[config.mk]
export PLATFORM = sky130hd
export DESIGN_NAME = scan_path_ctrl
export DESIGN_NICKNAME = d
export VERILOG_FILES = /design/src/rtl/scan_pkg.sv /design/src/rtl/scan_tap_fsm.sv /design/src/rtl/scan_instr_reg.sv /design/src/rtl/scan_data_regs.sv /design/src/rtl/scan_path_ctrl.sv
export SDC_FILE = /design/constraint.sdc
export NUM_CORES = 1
export LEC_CHECK = 0
export BUFFER_PORTS_ARGS = -buffer_cell sky130_fd_sc_hd__buf_2
export CORE_ASPECT_RATIO = 1.2
export CORE_MARGIN = 8
export CORE_UTILIZATION = 60
export DETAILED_ROUTE_END_ITERATION = 7
export PLACE_DENSITY = 0.82
export SYNTH_ARGS = -nofsm -noshare
export SYNTH_HDL_FRONTEND = slang
export SYNTH_SLANG_ARGS = --single-unit
[constraint.sdc]
create_clock -name tck -period 3.9 [get_ports tck]
set_input_delay 0.78 -clock tck [delete_from_list [all_inputs] [get_ports tck]]
set_output_delay 0.78 -clock tck [all_outputs]
set_load 0.02 [all_outputs]
[src/rtl/scan_pkg.sv]
package scan_pkg;
  typedef enum logic [3:0] {
    TLR, RTI, SEL_DR, CAP_DR, SH_DR, EX1_DR, PA_DR, EX2_DR, UPD_DR,
    SEL_IR, CAP_IR, SH_IR, EX1_IR, PA_IR, EX2_IR, UPD_IR
  } tap_st_e;

  typedef enum logic [2:0] {
    OP_EXTEST  = 3'b000, OP_IDCODE = 3'b001, OP_SAMPLEZ = 3'b010, OP_RSV3 = 3'b011,
    OP_SAMPLE  = 3'b100, OP_RSV5   = 3'b101, OP_RSV6    = 3'b110, OP_BYPASS = 3'b111
  } opcode_e;

  typedef enum logic [1:0] {DRS_BYP, DRS_ID, DRS_BSR} dr_sel_e;

  typedef struct packed {
    dr_sel_e sel;
    logic    drive_bsr;
    logic    force_hiz;
  } decode_t;

  function automatic decode_t decode_op(opcode_e op);
    decode_t d;
    d = '{sel: DRS_BYP, drive_bsr: 1'b0, force_hiz: 1'b0};
    case (op)
      OP_EXTEST:  begin d.sel = DRS_BSR; d.drive_bsr = 1'b1; end
      OP_IDCODE:  d.sel = DRS_ID;
      OP_SAMPLEZ: begin d.sel = DRS_BSR; d.force_hiz = 1'b1; end
      OP_SAMPLE:  d.sel = DRS_BSR;
      default:    d.sel = DRS_BYP;
    endcase
    return d;
  endfunction
endpackage

[src/rtl/scan_tap_fsm.sv]
module scan_tap_fsm
  import scan_pkg::*;
(
  input  logic    tck,
  input  logic    trst_n,
  input  logic    tms,
  output tap_st_e st
);
  tap_st_e nxt;

  always_comb begin
    case (st)
      TLR:    nxt = tms ? TLR    : RTI;
      RTI:    nxt = tms ? SEL_DR : RTI;
      SEL_DR: nxt = tms ? SEL_IR : CAP_DR;
      CAP_DR: nxt = tms ? EX1_DR : SH_DR;
      SH_DR:  nxt = tms ? EX1_DR : SH_DR;
      EX1_DR: nxt = tms ? UPD_DR : PA_DR;
      PA_DR:  nxt = tms ? EX2_DR : PA_DR;
      EX2_DR: nxt = tms ? UPD_DR : SH_DR;
      UPD_DR: nxt = tms ? SEL_DR : RTI;
      SEL_IR: nxt = tms ? TLR    : CAP_IR;
      CAP_IR: nxt = tms ? EX1_IR : SH_IR;
      SH_IR:  nxt = tms ? EX1_IR : SH_IR;
      EX1_IR: nxt = tms ? UPD_IR : PA_IR;
      PA_IR:  nxt = tms ? EX2_IR : PA_IR;
      EX2_IR: nxt = tms ? UPD_IR : SH_IR;
      UPD_IR: nxt = tms ? SEL_DR : RTI;
      default: nxt = TLR;
    endcase
  end

  always_ff @(posedge tck or negedge trst_n)
    if (!trst_n) st <= TLR;
    else         st <= nxt;
endmodule

[src/rtl/scan_instr_reg.sv]
module scan_instr_reg
  import scan_pkg::*;
#(
  parameter int IR_W = 3
) (
  input  logic    tck,
  input  logic    trst_n,
  input  logic    tdi,
  input  tap_st_e st,
  output opcode_e ir,
  output logic    ir_so
);
  localparam logic [IR_W-1:0] CAP_PAT = IR_W'(2'b01);

  logic [IR_W-1:0] sr;

  always_ff @(posedge tck or negedge trst_n)
    if (!trst_n)          sr <= CAP_PAT;
    else if (st == CAP_IR) sr <= CAP_PAT;
    else if (st == SH_IR)  sr <= {tdi, sr[IR_W-1:1]};

  always_ff @(negedge tck or negedge trst_n)
    if (!trst_n)           ir <= OP_IDCODE;
    else if (st == TLR)    ir <= OP_IDCODE;
    else if (st == UPD_IR) ir <= opcode_e'(sr);

  assign ir_so = sr[0];


  ir_default_chk: assert property (@(posedge tck) disable iff (!trst_n)
    (st == TLR) |-> (ir == OP_IDCODE));

  ir_capture_chk: assert property (@(posedge tck) disable iff (!trst_n)
    (st == CAP_IR) |=> (sr[1:0] == 2'b01));
endmodule

[src/rtl/scan_data_regs.sv]
module scan_data_regs
  import scan_pkg::*;
#(
  parameter int          BSR_LEN = 16,
  parameter logic [31:0] ID_CODE = 32'h2B3C_4D5E
) (
  input  logic               tck,
  input  logic               trst_n,
  input  logic               tdi,
  input  tap_st_e            st,
  input  dr_sel_e            sel,
  input  logic [BSR_LEN-1:0] bsr_cap,
  output logic               dr_so,
  output logic [BSR_LEN-1:0] bsr_upd
);
  localparam logic [31:0] ID_WORD = {ID_CODE[31:1], 1'b1};

  logic               byp;
  logic [31:0]        id_sr;
  logic [BSR_LEN-1:0] bsr;

  always_ff @(posedge tck or negedge trst_n)
    if (!trst_n) begin
      byp   <= 1'b0;
      id_sr <= ID_WORD;
      bsr   <= '0;
    end else if (st == CAP_DR) begin
      case (sel)
        DRS_ID:  id_sr <= ID_WORD;
        DRS_BSR: bsr   <= bsr_cap;
        default: byp   <= 1'b0;
      endcase
    end else if (st == SH_DR) begin
      case (sel)
        DRS_ID:  id_sr <= {tdi, id_sr[31:1]};
        DRS_BSR: bsr   <= {tdi, bsr[BSR_LEN-1:1]};
        default: byp   <= tdi;
      endcase
    end

  always_ff @(negedge tck or negedge trst_n)
    if (!trst_n)                              bsr_upd <= '0;
    else if (st == UPD_DR && sel == DRS_BSR)  bsr_upd <= bsr;

  always_comb
    case (sel)
      DRS_ID:  dr_so = id_sr[0];
      DRS_BSR: dr_so = bsr[0];
      default: dr_so = byp;
    endcase


  byp_capture_chk: assert property (@(posedge tck) disable iff (!trst_n)
    (st == CAP_DR && sel == DRS_BYP) |=> (byp == 1'b0));

  id_capture_chk: assert property (@(posedge tck) disable iff (!trst_n)
    (st == CAP_DR && sel == DRS_ID) |=> (id_sr[0] == 1'b1));
endmodule

[src/rtl/scan_path_ctrl.sv]
module scan_path_ctrl
  import scan_pkg::*;
#(
  parameter int                N_IN    = 6,
  parameter int                N_OUT   = 8,
  parameter int                N_FIX   = 2,
  parameter logic [N_FIX-1:0]  FIX_VAL = 2'b10,
  parameter logic [31:0]       ID_CODE = 32'h2B3C_4D5E
) (
  input  logic             tck,
  input  logic             trst_n,
  input  logic             tms,
  input  logic             tdi,
  output logic             tdo,
  output logic             tdo_oe,
  input  logic [N_IN-1:0]  pin_in,
  input  logic [N_OUT-1:0] core_out,
  input  logic [N_OUT-1:0] core_oe,
  output logic [N_OUT-1:0] pad_out,
  output logic [N_OUT-1:0] pad_oe
);
  localparam int BSR_LEN = N_IN + N_OUT + N_FIX;
  localparam int OUT_LO  = N_IN;

  tap_st_e            st;
  opcode_e            ir;
  logic               ir_so, dr_so;
  decode_t            dec;
  logic [BSR_LEN-1:0] bsr_cap, bsr_upd;
  logic [N_OUT-1:0]   upd_out;

  scan_tap_fsm u_fsm (.tck(tck), .trst_n(trst_n), .tms(tms), .st(st));

  scan_instr_reg #(.IR_W(3)) u_ir (
    .tck(tck), .trst_n(trst_n), .tdi(tdi), .st(st), .ir(ir), .ir_so(ir_so));

  assign dec     = decode_op(ir);
  assign bsr_cap = {FIX_VAL, pad_out, pin_in};

  scan_data_regs #(.BSR_LEN(BSR_LEN), .ID_CODE(ID_CODE)) u_dr (
    .tck(tck), .trst_n(trst_n), .tdi(tdi), .st(st), .sel(dec.sel),
    .bsr_cap(bsr_cap), .dr_so(dr_so), .bsr_upd(bsr_upd));

  assign upd_out = bsr_upd[OUT_LO +: N_OUT];

  always_comb begin
    if (dec.drive_bsr) begin
      pad_out = upd_out;
      pad_oe  = '1;
    end else begin
      pad_out = core_out;
      pad_oe  = dec.force_hiz ? '0 : core_oe;
    end
  end

  always_ff @(negedge tck or negedge trst_n)
    if (!trst_n) begin
      tdo    <= 1'b0;
      tdo_oe <= 1'b0;
    end else begin
      case (st)
        SH_IR:   begin tdo <= ir_so; tdo_oe <= 1'b1; end
        SH_DR:   begin tdo <= dr_so; tdo_oe <= 1'b1; end
        default: tdo_oe <= 1'b0;
      endcase
    end


  tdo_window_chk: assert property (@(posedge tck) disable iff (!trst_n)
    tdo_oe |-> (st == SH_IR || st == SH_DR));

  hiz_pads_chk: assert property (@(posedge tck) disable iff (!trst_n)
    (ir == OP_SAMPLEZ) |-> (pad_oe == '0));

  extest_drive_chk: assert property (@(posedge tck) disable iff (!trst_n)
    (ir == OP_EXTEST) |-> (pad_oe == '1));
endmodule

==> results.ini <==
[detailed_routing]
wl_met2_um = 5860
routedLengthMet1_um = 4420
detailedRoute.firstPassIterationCount = 5
wl_um = 12400
via_per_inst = 6.66
detailedRoute.firstIterationViolations = 439
dr_total_vias = 3232
detail_route.drc_violations = 0
highest_layer = met5
post_drt_wl_per_cell_um = 25.5
detailroute.wirelength.met3_um = 1350
drtAntennaViolNets = 0

[logic_synthesis]
synth-xor-area-share = 0.00262
syn-mean-instance-area_um2 = 9.72
compound_gate_fraction_of_synth_area = 0.156
share_of_synthesized_cell_area_in_full_adder_half_adder_and_majority_cells = 0.00748
syn_nets = 372
ys_types = 43
synth_sequential_area_ratio = 0.524
synth.ff_latch_count = 69
synth-simple-area-share = 0.166
synth_top_cell_by_area = dfrtp_1
post_synth_main_area_contributors = dfrtp_1 (28%), dfstp_2 (16%), dfrtn_1 (9.0%)
async_s_r_ff_share_synth = 1.00
synth-edff-count = 0
synthMuxAreaShare = 0.0988
synthCells = 344
syn-cell-area_mm2 = 0.00334
dominant_combinational_cell_family_by_area_after_synthesis = simple AND/OR/NAND/NOR gates
yosysWarningCount = 0
synth-main-ff-cell = dfrtp_1
synth_top_cell_area_share = 0.277

[pwr]
p_per_area_mw_per_mm2 = 851
max-vdd-ir-drop_mv = 0.522
power_leakage_uw = 0.00212

[floorplan]
floorplan.die_area_mm2 = 0.00823
die_width_um = 84.2
die_height_um = 97.8
core_area_mm2 = 0.00552
num_io_pins = 44
floorplan.initialDensity = 0.606
placementRows = 30

[setup_path]
cp.arrival_ps = 3620
cp-startpoint = u_ir.ir[2]
worst-path-max-fanout = 11
crit_path_start_kind = register
r2r_setup_slack_ps = -480
required_time_of_the_critical_path_ps = 3120
reg2reg_depth = 12
worstReg2RegStart = u_ir.ir[0]
critical_path.endpoint_type = output pin
critPathKind = reg -> out
r2r-end = u_dr.bsr[4]

[layout]
finish.instance_area_mm2 = 0.00463
layout.cells.most_common = nand2_1
antenna_cells = 0
postLayoutCoreUtil = 0.840
layout.nets = 444
area_delta_synth_final_pct = 38.5
most-common-layout-cells = nand2_1 (59), dfrtp_1 (37), buf_2 (32)
filler_cell_count = 234
post_route_cells_drive_above_1_share = 0.449

[cts]
cts_inserted_buffers = 9
cts_hold_buf = 0
worstSkewPairLatency_ps = 400
cts_tree = yes
cts.root.buffer_cell = clkbuf_8
clkTransAtPathRegs_ps = 80
cts_max_path_buffers = 2
numClockSinks = 69
cts.htree.levels = 3

[global_routing]
gr-usage-all-layers = 0.262
grt_pass1_vias = 3128
grt-ovfl-total = 0
antenna_found_initial = 1
grt_first_pass_wirelength_um = 17100
grt_max_degree = 29

[placed_design]
portBuffers = 43
globalplace.congestion = 0.863
detailedPlacementHpwl_um = 4640
placement.cell_area_mm2 = 0.00370

[timing]
number_of_max_slew_violations_in_the_final_report = 0
tightest_slew_ps = 825
finalSetupViolations = 65
timing_hold_violations_final = 0
worst_max_slew_margin_expressed_relative_to_the_limit = 0.448
postLayoutSetupSlackWorst_ps = -503
unrepaired_setup_endpoints_after_global_routing = true
worst_hold_slack_ps = 373
final.setup.tns_ps = -23750
clock-skew-final_ps = 74.6

[worst_hold_path]
min_path_type = in -> async

[status]
outcome = complete, but fails checks
violated_checks = negative setup slack

[job]
cap_viol_max_count = 0

[power by group]
group	internal, uW	switching [uW]	leakage, uW
clock	428	300	0.000122
combinational	907	1080	0.00119
sequential	1000	224	0.000801
[critical path, stage by stage (launching register included)]
cell and delay (ps):
dfrtn_1 390, nor3_4 250, buf_12 170, mux2_2 370, buf_4 170
[Yosys cell counts, drive strengths merged, types with 2 or more instances]
master  number
buf         15
a21oi        9
inv          7
mux2        16
nor4b        2
dfrtn       12
or3          3
clkbuf       9
and3         2
o22ai        4
o211ai       4
nor2        24
ha           2
dfrtp       37
dfstp       20
a21o         8
nor2b        2
nor3         2
nand2       77
nand3        2
mux2i       15
a211oi       2
o21ai       57
[sequential cells by signal, summed over array words and instances, names as in the netlist]
name / flops
tdo_oe: 1
u_dr.bsr_upd: 8
u_ir.sr: 3
tdo: 1
u_ir.ir: 3
u_dr.id_sr: 32
u_dr.byp: 1
u_fsm.st: 4
u_dr.bsr: 16
[logic make-up (layout without fill, tap and decap cells)]
logic type / count (synthesis) / in the layout
AOI/OAI and AO/OA: 90 / 90
xor gates and xnor gates: 1 / 1
adders and majority gates: 2 / 2
buffers and inverters: 31 / 108
DFF: 69 / 69
muxes: 31 / 31
and+or+nand+nor: 120 / 120
[worst max-delay path by stage]
stage,to,slack (ps),cells past startpoint
after CTS,pad_out[0],-460,4
after floorplan,pad_out[6],-60,3
after global routing,pad_out[0],-530,4
after detailed placement,u_dr.id_sr[20],-100,8
after global placement,pad_out[4],-50,4
final,pad_out[0],-500,4
[what timing repair did]
item	CTS	global route
cloned	10	0
endpoints found under the setup margin	59	65
resized for setup	92	40
buffers inserted	13	2
pin swaps	6	2
[per-layer routing]
layer  up-vias  track usage
li1       1322            -
met3        75       0.0774
met1      1536        0.305
met5         -            0
met4         2        0.116
met2       297        0.432
[cell type report]
class                      instances  area (um^2)  area share
inverter                           6         22.5     0.00486
clock inverter                     7          115      0.0248
multi-input combinational        244         1650       0.356
timing repair buffer              85          887       0.191
sequential                        69         1750       0.378
clock buffer                      10          128      0.0275
tap                               64         80.1      0.0173
[through the flow]
stage / setup slack, ps / instances / total power [uW]
finish: -503 / 485 / 3940
detailed placement: -103 / 445 / 2260
global placement: -52.8 / 445 / 2200
global route: -532 / 485 / 4090
CTS: -462 / 484 / 3580
floorplan: -63.6 / 344 / 1960
Note: power is estimated with default switching activity, not from simulation.
